File: src/rtl/xcard_cfg.sv
module xcard_cfg #(
  parameter int ADDR_W = 24,
  parameter int NUM_ID = 16,
  parameter int LOADED = 16,
  parameter logic [8*NUM_ID-1:0] IDENTITY = '0
) (
  input  logic              clk,
  input  logic              rst_n,
  input  logic              cfg_sel,
  input  logic              rd,
  input  logic              wr,
  input  logic [ADDR_W-1:0] addr,
  input  logic [7:0]        wdata,
  output logic [7:0]        rdata,
  output logic              configured,
  output logic              mapped,
  output logic [ADDR_W-17:0] base,
  output logic              chain_next,
  output logic              hit
);
  localparam int IDX_W   = $clog2(NUM_ID);
  localparam int WIN_END = 4 * NUM_ID;

  logic [15:0]      off;
  logic [IDX_W-1:0] idx;
  logic [7:0]       id_byte;
  logic [3:0]       nib;
  logic             true_pol;
  logic             slot_ok;
  logic             cfg_wr;
  logic             map_wr;
  logic             quiet_wr;

  assign off      = addr[15:0];
  assign idx      = off[IDX_W+1:2];
  assign id_byte  = IDENTITY[8*idx +: 8];
  assign nib      = off[1] ? id_byte[3:0] : id_byte[7:4];
  assign true_pol = (off == 16'h0000) || (off == 16'h0002) ||
                    (off == 16'h0040) || (off == 16'h0042);
  assign slot_ok  = cfg_sel && rd && !configured && !off[0] &&
                    (int'(off) < WIN_END) && (int'(idx) < LOADED);
  assign rdata    = slot_ok ? {(true_pol ? nib : ~nib), 4'hF} : 8'hFF;

  assign cfg_wr   = cfg_sel && wr && !configured;
  assign map_wr   = cfg_wr && (off == 16'h0048);
  assign quiet_wr = cfg_wr && (off == 16'h004C);

  always_ff @(posedge clk or negedge rst_n) begin
    if (!rst_n) begin
      configured <= 1'b0;
      mapped     <= 1'b0;
      base       <= '0;
      chain_next <= 1'b0;
    end else begin
      chain_next <= map_wr || quiet_wr;
      if (map_wr) begin
        base       <= wdata[ADDR_W-17:0];
        mapped     <= 1'b1;
        configured <= 1'b1;
      end else if (quiet_wr) begin
        configured <= 1'b1;
      end
    end
  end

  assign hit = mapped && (addr[ADDR_W-1:16] == base);
endmodule


File: config.mk
export PLATFORM = sky130hd
export DESIGN_NAME = xcard_cfg
export DESIGN_NICKNAME = d
export VERILOG_FILES = /design/src/rtl/xcard_cfg.sv
export SDC_FILE = /design/constraint.sdc
export NUM_CORES = 1
export LEC_CHECK = 0
export BUFFER_PORTS_ARGS = -buffer_cell sky130_fd_sc_hd__buf_2
export CAP_MARGIN = 20
export CORE_MARGIN = 2
export CORE_UTILIZATION = 32
export CTS_CLUSTER_DIAMETER = 60
export DETAILED_ROUTE_END_ITERATION = 12
export PLACE_DENSITY = 0.77
export SETUP_SLACK_MARGIN = 0.02
export SLEW_MARGIN = 20
export SYNTH_ARGS = -nofsm -noshare
export SYNTH_HDL_FRONTEND = slang
export SYNTH_SLANG_ARGS = --single-unit
File: constraint.sdc
create_clock -name clk -period 1.6 [get_ports clk]
set_input_delay 0.16 -clock clk [delete_from_list [all_inputs] [get_ports clk]]
set_output_delay 0.16 -clock clk [all_outputs]
set_load 0.05 [all_outputs]
==> flow_summary.json, run 1 <==
{
  "status": "finished with violations",
  "violations": "setup timing",
  "crit_type": "flop to flop",
  "syn_area_um2": 613,
  "cts_buffers": 3,
  "finalNetCount": 153,
  "drt_first_pass_iters": 3,
  "io_buffers": 52,
  "synth-async-reset-ratio_pct": 100,
  "die_y_um": 47.8,
  "crit_chain": "or4b_4 > buf_4 > nor3_4 > buf_12 > mux2_4",
  "cp-end-kind": "flop",
  "total_power_uw": 557,
  "slew_violations": 0,
  "setup_violations": 13,
  "p_leak_nw": 0.611,
  "avgViaCountPerCell": 4.43,
  "rows": 15,
  "num-fill-cells": 173,
  "start_util_pct": 34.8,
  "cts_root_buffer": "clkbuf_4",
  "hp-class": "primary input to flop",
  "syn2layout_area_growth_pct": 73.9,
  "cts.htree.levels": 1,
  "postRouteAntennaNets": 0,
  "drt_iter0_drc": 1,
  "synth_edf_count": 0,
  "synth_top_cell_area_share_pct": 44.9,
  "grt_pass1_wl_um": 2280,
  "clock_skew_ps": 4.15,
  "ios": 57,
  "slowest_delay_ps": 510,
  "powerDensity_mw_per_mm2": 523,
  "yosys-top-cells-count": "dfrtp_1, mux2_2, buf_4, xor2_1, nor4_1",
  "grt-ovfl-total": 0,
  "antennaDiodeCount": 0,
  "crit_path_top_delay_cell": "or4b_4",
  "crit_fanout": 9,
  "synthCells": 53,
  "fmax_mhz": 540,
  "ys_seq_area_share_pct": 44.9,
  "avgSynthCellArea_um2": 11.6,
  "hold_viol": 0,
  "antenna_found_initial": 0,
  "layout-drive-gt1-share_pct": 69.6,
  "wl_per_cell_um": 11.1,
  "fin_ws_ps": -251,
  "num_vias": 620,
  "die_area_mm2": 0.00228,
  "required_ps": 1750,
  "cts_tree": "yes",
  "arrival_ps": 2000,
  "final_cells": 140,
  "ys_ff_latch": 11,
  "clock_sinks": 11,
  "rsz0062_at_grt": "true",
  "fin_crit_ps": 1850,
  "synth_cell_types": 16,
  "track_usage_pct": 15.2,
  "drc": 0,
  "ys.flop_type": "dfrtp_1",
  "synth_area_leaders": "dfrtp_1, mux2_2, xor2_1",
  "cap_viol_max_count": 0,
  "core_mm2": 0.00176,
  "grt_pass1_vias": 597,
  "cts_buffer_depth": 2,
  "synth_top_cell_by_area": "dfrtp_1",
  "yosysMostFrequentCell": "dfrtp_1",
  "ys_warn_count": 0,
  "clock_latency_ps": 260,
  "die_width_um": 47.8,
  "fin_crit_sh_pct": 116,
  "worst_setup_path_start_kind": "flop",
  "clkTransAtPathRegs_ps": 70,
  "totalWireLength_um": 1560,
  "vdd_ir_drop_max_v": 0.000525,
  "grt_start_max_net_pins": 12,
  "place_congestion": 0.746,
  "dp.cells": 132
}
-- state kept, by name, summed over array words and instances, names as in the netlist --
name / count
chain_next: 1
mapped: 1
configured: 1
base: 8
-- kinds of logic (layout without fill, tap and decap cells) --
group	Yosys count	in the layout	share of synthesized area [%]
flops	11	11	44.9
xor+xnor	8	8	11.4
other cells	1	4	0.612
mux	8	8	14.7
simple gates	18	18	19.8
buf+inv	7	66	8.57
-- placed cells by master (no fill, tap or decap), drive strengths merged --
| cell type | count |
|---|---|
| buf | 61 |
| dfrtp | 11 |
| mux2 | 8 |
| xor2 | 7 |
| conb | 4 |
| clkbuf | 4 |
| nor4 | 4 |
| nor2 | 3 |
| nand4 | 3 |
| nor3 | 2 |
| or2 | 2 |
| or4b | 1 |
| nand2 | 1 |
| and4b | 1 |
| xnor2 | 1 |
| nand3 | 1 |
| dlygate4sd3 | 1 |
-- timing repair --
item                                    CTS  global route
endpoints found under the setup margin   13            14
hold buffers                              1             0
endpoints found under the hold margin    11             0
setup buffers                             3             0
pin swaps                                 5             4
gates resized for setup                  10             2
-- routing by layer --
layer  up-vias  routed length [µm]  GRT usage (%)
met5         -                   0              0
met4         0                  32           5.95
met3         4                 112           7.17
met2        28                 934           30.9
met1       284                 479           11.9
li1        304                   -              -
-- metrics by stage --
step	setup TNS [ps]	util [%]	cell area [µm²]	hold WS [ps]	setup slack, ps
after floorplan	-6300	-	678	-136	-756
after global placement	-856	54.6	963	33.4	-96.7
after detailed placement	-1260	54.6	963	36.1	-131
after CTS	-3670	59.7	1050	113	-314
after global routing	-3900	60.4	1070	112	-330
final	-3140	60.4	1070	123	-251
-- worst paths after layout --
path	from	endpoint	slack, ps	depth (start not counted)
setup / recovery	configured	base[0]	-250	5
hold / removal	wdata[4]	base[4]	120	2
setup reg to reg	configured	base[0]	-250	5
hold reg to reg	mapped	mapped	500	1
max in group asynchronous	rst_n	configured	1090	2
min in group asynchronous	rst_n	base[7]	290	2
-- critical path: cells and delay by family (launching register included) --
family,cells,cell delay [ps]
buffers and inverters,2,320
DFF,1,400
muxes,1,300
and+or+nand+nor,2,710
-- layout make-up --
| type | count | area (µm²) | share of cell area, % |
|---|---|---|---|
| well taps | 25 | 31.3 | 2.93 |
| repair buffers | 62 | 382 | 35.8 |
| clock buffers | 4 | 26.3 | 2.46 |
| flip-flops and latches | 11 | 277 | 25.9 |
| multi-input cells | 38 | 350 | 32.9 |
-- report_power, final --
group / internal, mW / switching, mW
Combinational: 0.0442 / 0.0513
Clock: 0.0964 / 0.0876
Sequential: 0.278 / 0.0000460
Note: power is estimated with default switching activity, not from simulation.
==> inputs of run 2 (changes only) <==
- CORE_UTILIZATION: 32 -> 38
- PLACE_DENSITY: 0.77 -> 0.85
- clock period: 1.6 -> 2.2 ns (I/O delays scaled with it)
==> flow_summary.json, run 2 (synthesis results as in run 1) <==
{
  "num_vias": 569,
  "crit_fanout": 4,
  "top_register": "base",
  "post-cts-setup-buffer-count": 0,
  "grt_pass1_vias": 570,
  "cts_buffer_depth": 2,
  "die_width_um": 44.2,
  "totalWireLength_um": 1420,
  "regToRegEndpoint": "base[4]",
  "ios": 57,
  "fin_crit_sh_pct": 91.9,
  "die_y_um": 44.2,
  "clock_sinks": 11,
  "cts.htree.levels": 1,
  "layout-drive-gt1-share_pct": 66.0,
  "worstSetupStartpoint": "configured",
  "rows": 14,
  "slew_violations": 0,
  "io_buffers": 52,
  "vdd_ir_drop_max_v": 0.000387,
  "cts_buffers": 3,
  "postRouteAntennaNets": 0,
  "hp-class": "primary input to flop",
  "dp_hpwl_um": 1210,
  "rrSetupSlack_ps": 360,
  "crit_type": "flop to primary output",
  "grt_start_max_net_pins": 12,
  "drc": 0,
  "arrival_ps": 1800,
  "setup_violations": 0,
  "avgViaCountPerCell": 4.66,
  "final_cell_mix": "buf_2, dfrtp_1, mux2_2, xor2_1, conb_1",
  "syn2layout_area_growth_pct": 46.9,
  "num-fill-cells": 133,
  "drt_iter0_drc": 1,
  "largest_reg_flops": 8,
  "cap_viol_max_count": 0,
  "fmax_mhz": 494,
  "cts_tree": "yes",
  "die_area_mm2": 0.00195,
  "powerDensity_mw_per_mm2": 447,
  "tns_ps": 0,
  "status": "complete, no violations",
  "cts_resized": 0,
  "worst_setup_path_start_kind": "flop",
  "utilization_pct": 59.8,
  "required_ps": 1980,
  "setup.worst_path.end": "rdata[4]",
  "grt-ovfl-total": 0,
  "grt_pass1_wl_um": 2240,
  "clock_latency_ps": 270,
  "core_mm2": 0.00151,
  "rsz0062_at_grt": "false",
  "cts_root_buffer": "clkbuf_4",
  "final_common_cell": "buf_2",
  "cp-end-kind": "primary output",
  "antenna_found_initial": 0,
  "clkTransAtPathRegs_ps": 70,
  "r2r_start": "configured",
  "place_congestion": 0.715,
  "r2r_cells": 3,
  "clock_skew_ps": 9.05,
  "holdWs_ps": 178,
  "hold_viol": 0,
  "track_usage_pct": 15.9,
  "p_leak_nw": 0.531,
  "wl_per_cell_um": 11.6,
  "finalNetCount": 144,
  "start_util_pct": 40.7,
  "drt_first_pass_iters": 3,
  "antennaDiodeCount": 0,
  "fin_crit_ps": 2020
}
-- run 2: changes by cell type in the layout (fill, tap and decap cells not counted) --
cell / previous run / this run
nor4_1: 2 / 3
nor3_4: 2 / 1
mux2_4: 8 / 0
nor3_2: 0 / 1
buf_12: 1 / 0
buf_6: 5 / 0
buf_2: 47 / 52
mux2_2: 0 / 8
nor4_2: 2 / 1
buf_4: 8 / 0
-- run 2: power by group --
| group | switching [mW] | leakage (nW) | internal (mW) | total (mW) |
|---|---|---|---|---|
| Combinational | 0.0357 | 0.364 | 0.0297 | 0.0654 |
| Clock | 0.0646 | 0.0150 | 0.0701 | 0.135 |
| Sequential | 0.0000381 | 0.152 | 0.202 | 0.202 |
| Total | 0.100 | 0.531 | 0.302 | 0.402 |
-- run 2: cell type report --
type | instances | area, µm² | share of cell area (%)
repair buffers | 53 | 270 | 30.0
clock buffers | 4 | 26.3 | 2.92
multi-input cells | 38 | 308 | 34.2
flip-flops and latches | 11 | 277 | 30.7
well taps | 16 | 20.0 | 2.22
-- run 2: metrics by stage --
stage	cells	cell area, µm²	power, mW	setup slack, ps
2_1_floorplan	56	648	0.238	-217
3_3_place_gp	117	865	0.268	395
3_5_place_dp	117	865	0.271	272
4_1_cts	122	901	0.406	159
5_1_grt	122	901	0.424	45.7
6_report	122	901	0.402	177
-- run 2: per-layer routing --
layer | track usage [%] | vias up | routed length [µm]
met5 | 0 | - | 0
met4 | 4.85 | 0 | 6
met3 | 6.94 | 2 | 141
met2 | 28.8 | 26 | 728
met1 | 16.3 | 257 | 542
li1 | - | 284 | -
-- run 2: worst max-delay path, cell delays in order (launching register included) --
cell,delay [ps]
dfrtp_2,410
or4b_4,520
nor3_2,180
nand4_1,160
buf_2,270
-- run 2: how the worst min path moves through the flow --
stage              from      end  slack, ps  depth (start not counted)
2_1_floorplan     rst_n  base[0]        -80                          0
3_3_place_gp      rst_n   mapped         90                          1
3_5_place_dp      rst_n   mapped        100                          1
4_1_cts        wdata[5]  base[5]        180                          2
5_1_grt        wdata[5]  base[5]        170                          2
6_report       wdata[5]  base[5]        180                          2
-- run 2: repair_timing --
action	CTS	global route
setup endpoints to repair	0	0
hold buffers	1	0
hold endpoints to repair	11	0
==> inputs of run 3 (changes only) <==
- CORE_ASPECT_RATIO: not set -> 0.9
==> flow_summary.json, run 3 (synthesis results as in run 1) <==
{
  "r2r_start": "configured",
  "fin_crit_sh_pct": 91.8,
  "worstSetupStartpoint": "configured",
  "arrival_ps": 1800,
  "stdcell_area_um2": 908,
  "totalWireLength_um": 1310,
  "topRoutingLayerUsed": "met4",
  "required_ps": 1980,
  "tns_ps": 0,
  "cts_root_buffer": "clkbuf_4",
  "cap_viol_max_count": 0,
  "whs_path_depth": 2,
  "crit_chain": "or4b_4 > nor3_2 > nand4_1 > buf_2",
  "rsz0062_at_grt": "false",
  "fmax_mhz": 495,
  "regToRegEndpoint": "base[7]",
  "drt_iter0_drc": 2,
  "worst_setup_path_start_kind": "flop",
  "p_leak_nw": 0.531,
  "slew_violations": 0,
  "clkTransAtPathRegs_ps": 70,
  "antenna_found_initial": 0,
  "cts_buffer_depth": 2,
  "crit_path_top_delay_cell": "or4b_4",
  "final_common_cell": "buf_2",
  "ios": 57,
  "slowest_delay_ps": 520,
  "setup_violations": 0,
  "multi_input_area_um2": 308,
  "die_y_um": 42.1,
  "cp.depth": 4,
  "clock_skew_ps": 0.581,
  "grt_start_max_net_pins": 12,
  "top_register": "base",
  "powerDensity_mw_per_mm2": 439,
  "fin_crit_ps": 2020,
  "place_congestion": 0.672,
  "hold_viol": 0,
  "cts_buffers": 3,
  "avgViaCountPerCell": 4.36,
  "drc": 0,
  "grt_pass1_wl_um": 2040,
  "grt_pass1_vias": 515,
  "cp-end-kind": "primary output",
  "placed_cell_area_um2": 872,
  "clock_sinks": 11,
  "min-delay-start": "wdata[2]",
  "start_util_pct": 41.4,
  "crit_type": "flop to primary output",
  "track_usage_pct": 14.1,
  "rrSetupSlack_ps": 350,
  "cts_tree": "yes",
  "wl_met1_um": 506,
  "hp-class": "primary input to flop",
  "final_cell_mix": "buf_2, dfrtp_1, mux2_2, xor2_1, conb_1",
  "r2r_cells": 3,
  "die_area_mm2": 0.00195,
  "num-fill-cells": 120,
  "num_vias": 558,
  "rows": 13,
  "antennaDiodeCount": 0,
  "critPathBufInv": 1,
  "layout-drive-gt1-share_pct": 66.0,
  "post-cts-setup-buffer-count": 0,
  "critPathTopFamily": "simple AND/OR/NAND/NOR gates",
  "largest_reg_flops": 8,
  "die_width_um": 46.3,
  "finalNetCount": 144,
  "clock_latency_ps": 250,
  "vdd_ir_drop_max_v": 0.000211,
  "core_mm2": 0.00148,
  "wl_per_cell_um": 10.3,
  "wl_met2_um": 655,
  "setup.worst_path.end": "rdata[4]",
  "dp_hpwl_um": 1150,
  "io_buffers": 52,
  "drt_first_pass_iters": 2,
  "syn2layout_area_growth_pct": 48.2,
  "wl_met3_um": 139,
  "seq_area_um2": 277,
  "status": "complete, no violations",
  "grt-ovfl-total": 0,
  "postRouteAntennaNets": 0,
  "cts.htree.levels": 1,
  "crit_fanout": 4
}
-- run 3: cell counts in the layout (fill, tap and decap cells not counted) --
Identical to the previous run, type by type.
-- run 3: per-stage QoR --
| stage | util (%) | hold slack, ps | power (mW) | cells | worst slack [ps] |
|---|---|---|---|---|---|
| finish | 61.4 | 193 | 0.399 | 128 | 181 |
| global route | 61.4 | 192 | 0.419 | 128 | 82.7 |
| CTS | 61.4 | 188 | 0.403 | 128 | 155 |
| detailed placement | 58.9 | 95.9 | 0.270 | 123 | 258 |
| global placement | 58.9 | 90.4 | 0.268 | 123 | 385 |
| floorplan | - | -75.6 | 0.238 | 56 | -217 |
-- run 3: layer usage --
metal | global-route usage, % | vias to the layer above
met4 | 5.14 | 0
li1 | - | 286
met1 | 15.8 | 241
met2 | 24.4 | 29
met3 | 3.88 | 2
met5 | 0 | -
-- run 3: report_power, final --
group | internal (mW) | switching (mW)
sequential | 0.202 | 0.0000351
clock | 0.0699 | 0.0619
combinational | 0.0296 | 0.0353
-- run 3: worst min path at each step --
| stage | to | slack, ps |
|---|---|---|
| after floorplan | base[0] | -80 |
| after global placement | base[2] | 90 |
| after global routing | base[1] | 190 |
| after detailed placement | base[2] | 100 |
| after CTS | base[2] | 190 |
| final | base[2] | 190 |
-- run 3: final cells by class --
| type | count | share of cell area (%) |
|---|---|---|
| Multi-Input combinational cell | 38 | 33.9 |
| Tap cell | 22 | 3.03 |
| Timing Repair Buffer | 53 | 29.8 |
| Sequential cell | 11 | 30.4 |
| Clock buffer | 4 | 2.89 |
-- run 3: repair_timing --
item / 4_1_cts / 5_1_grt
hold buffers: 1 / 0
hold endpoints to repair: 11 / 0
gates resized for setup: 0 / 0
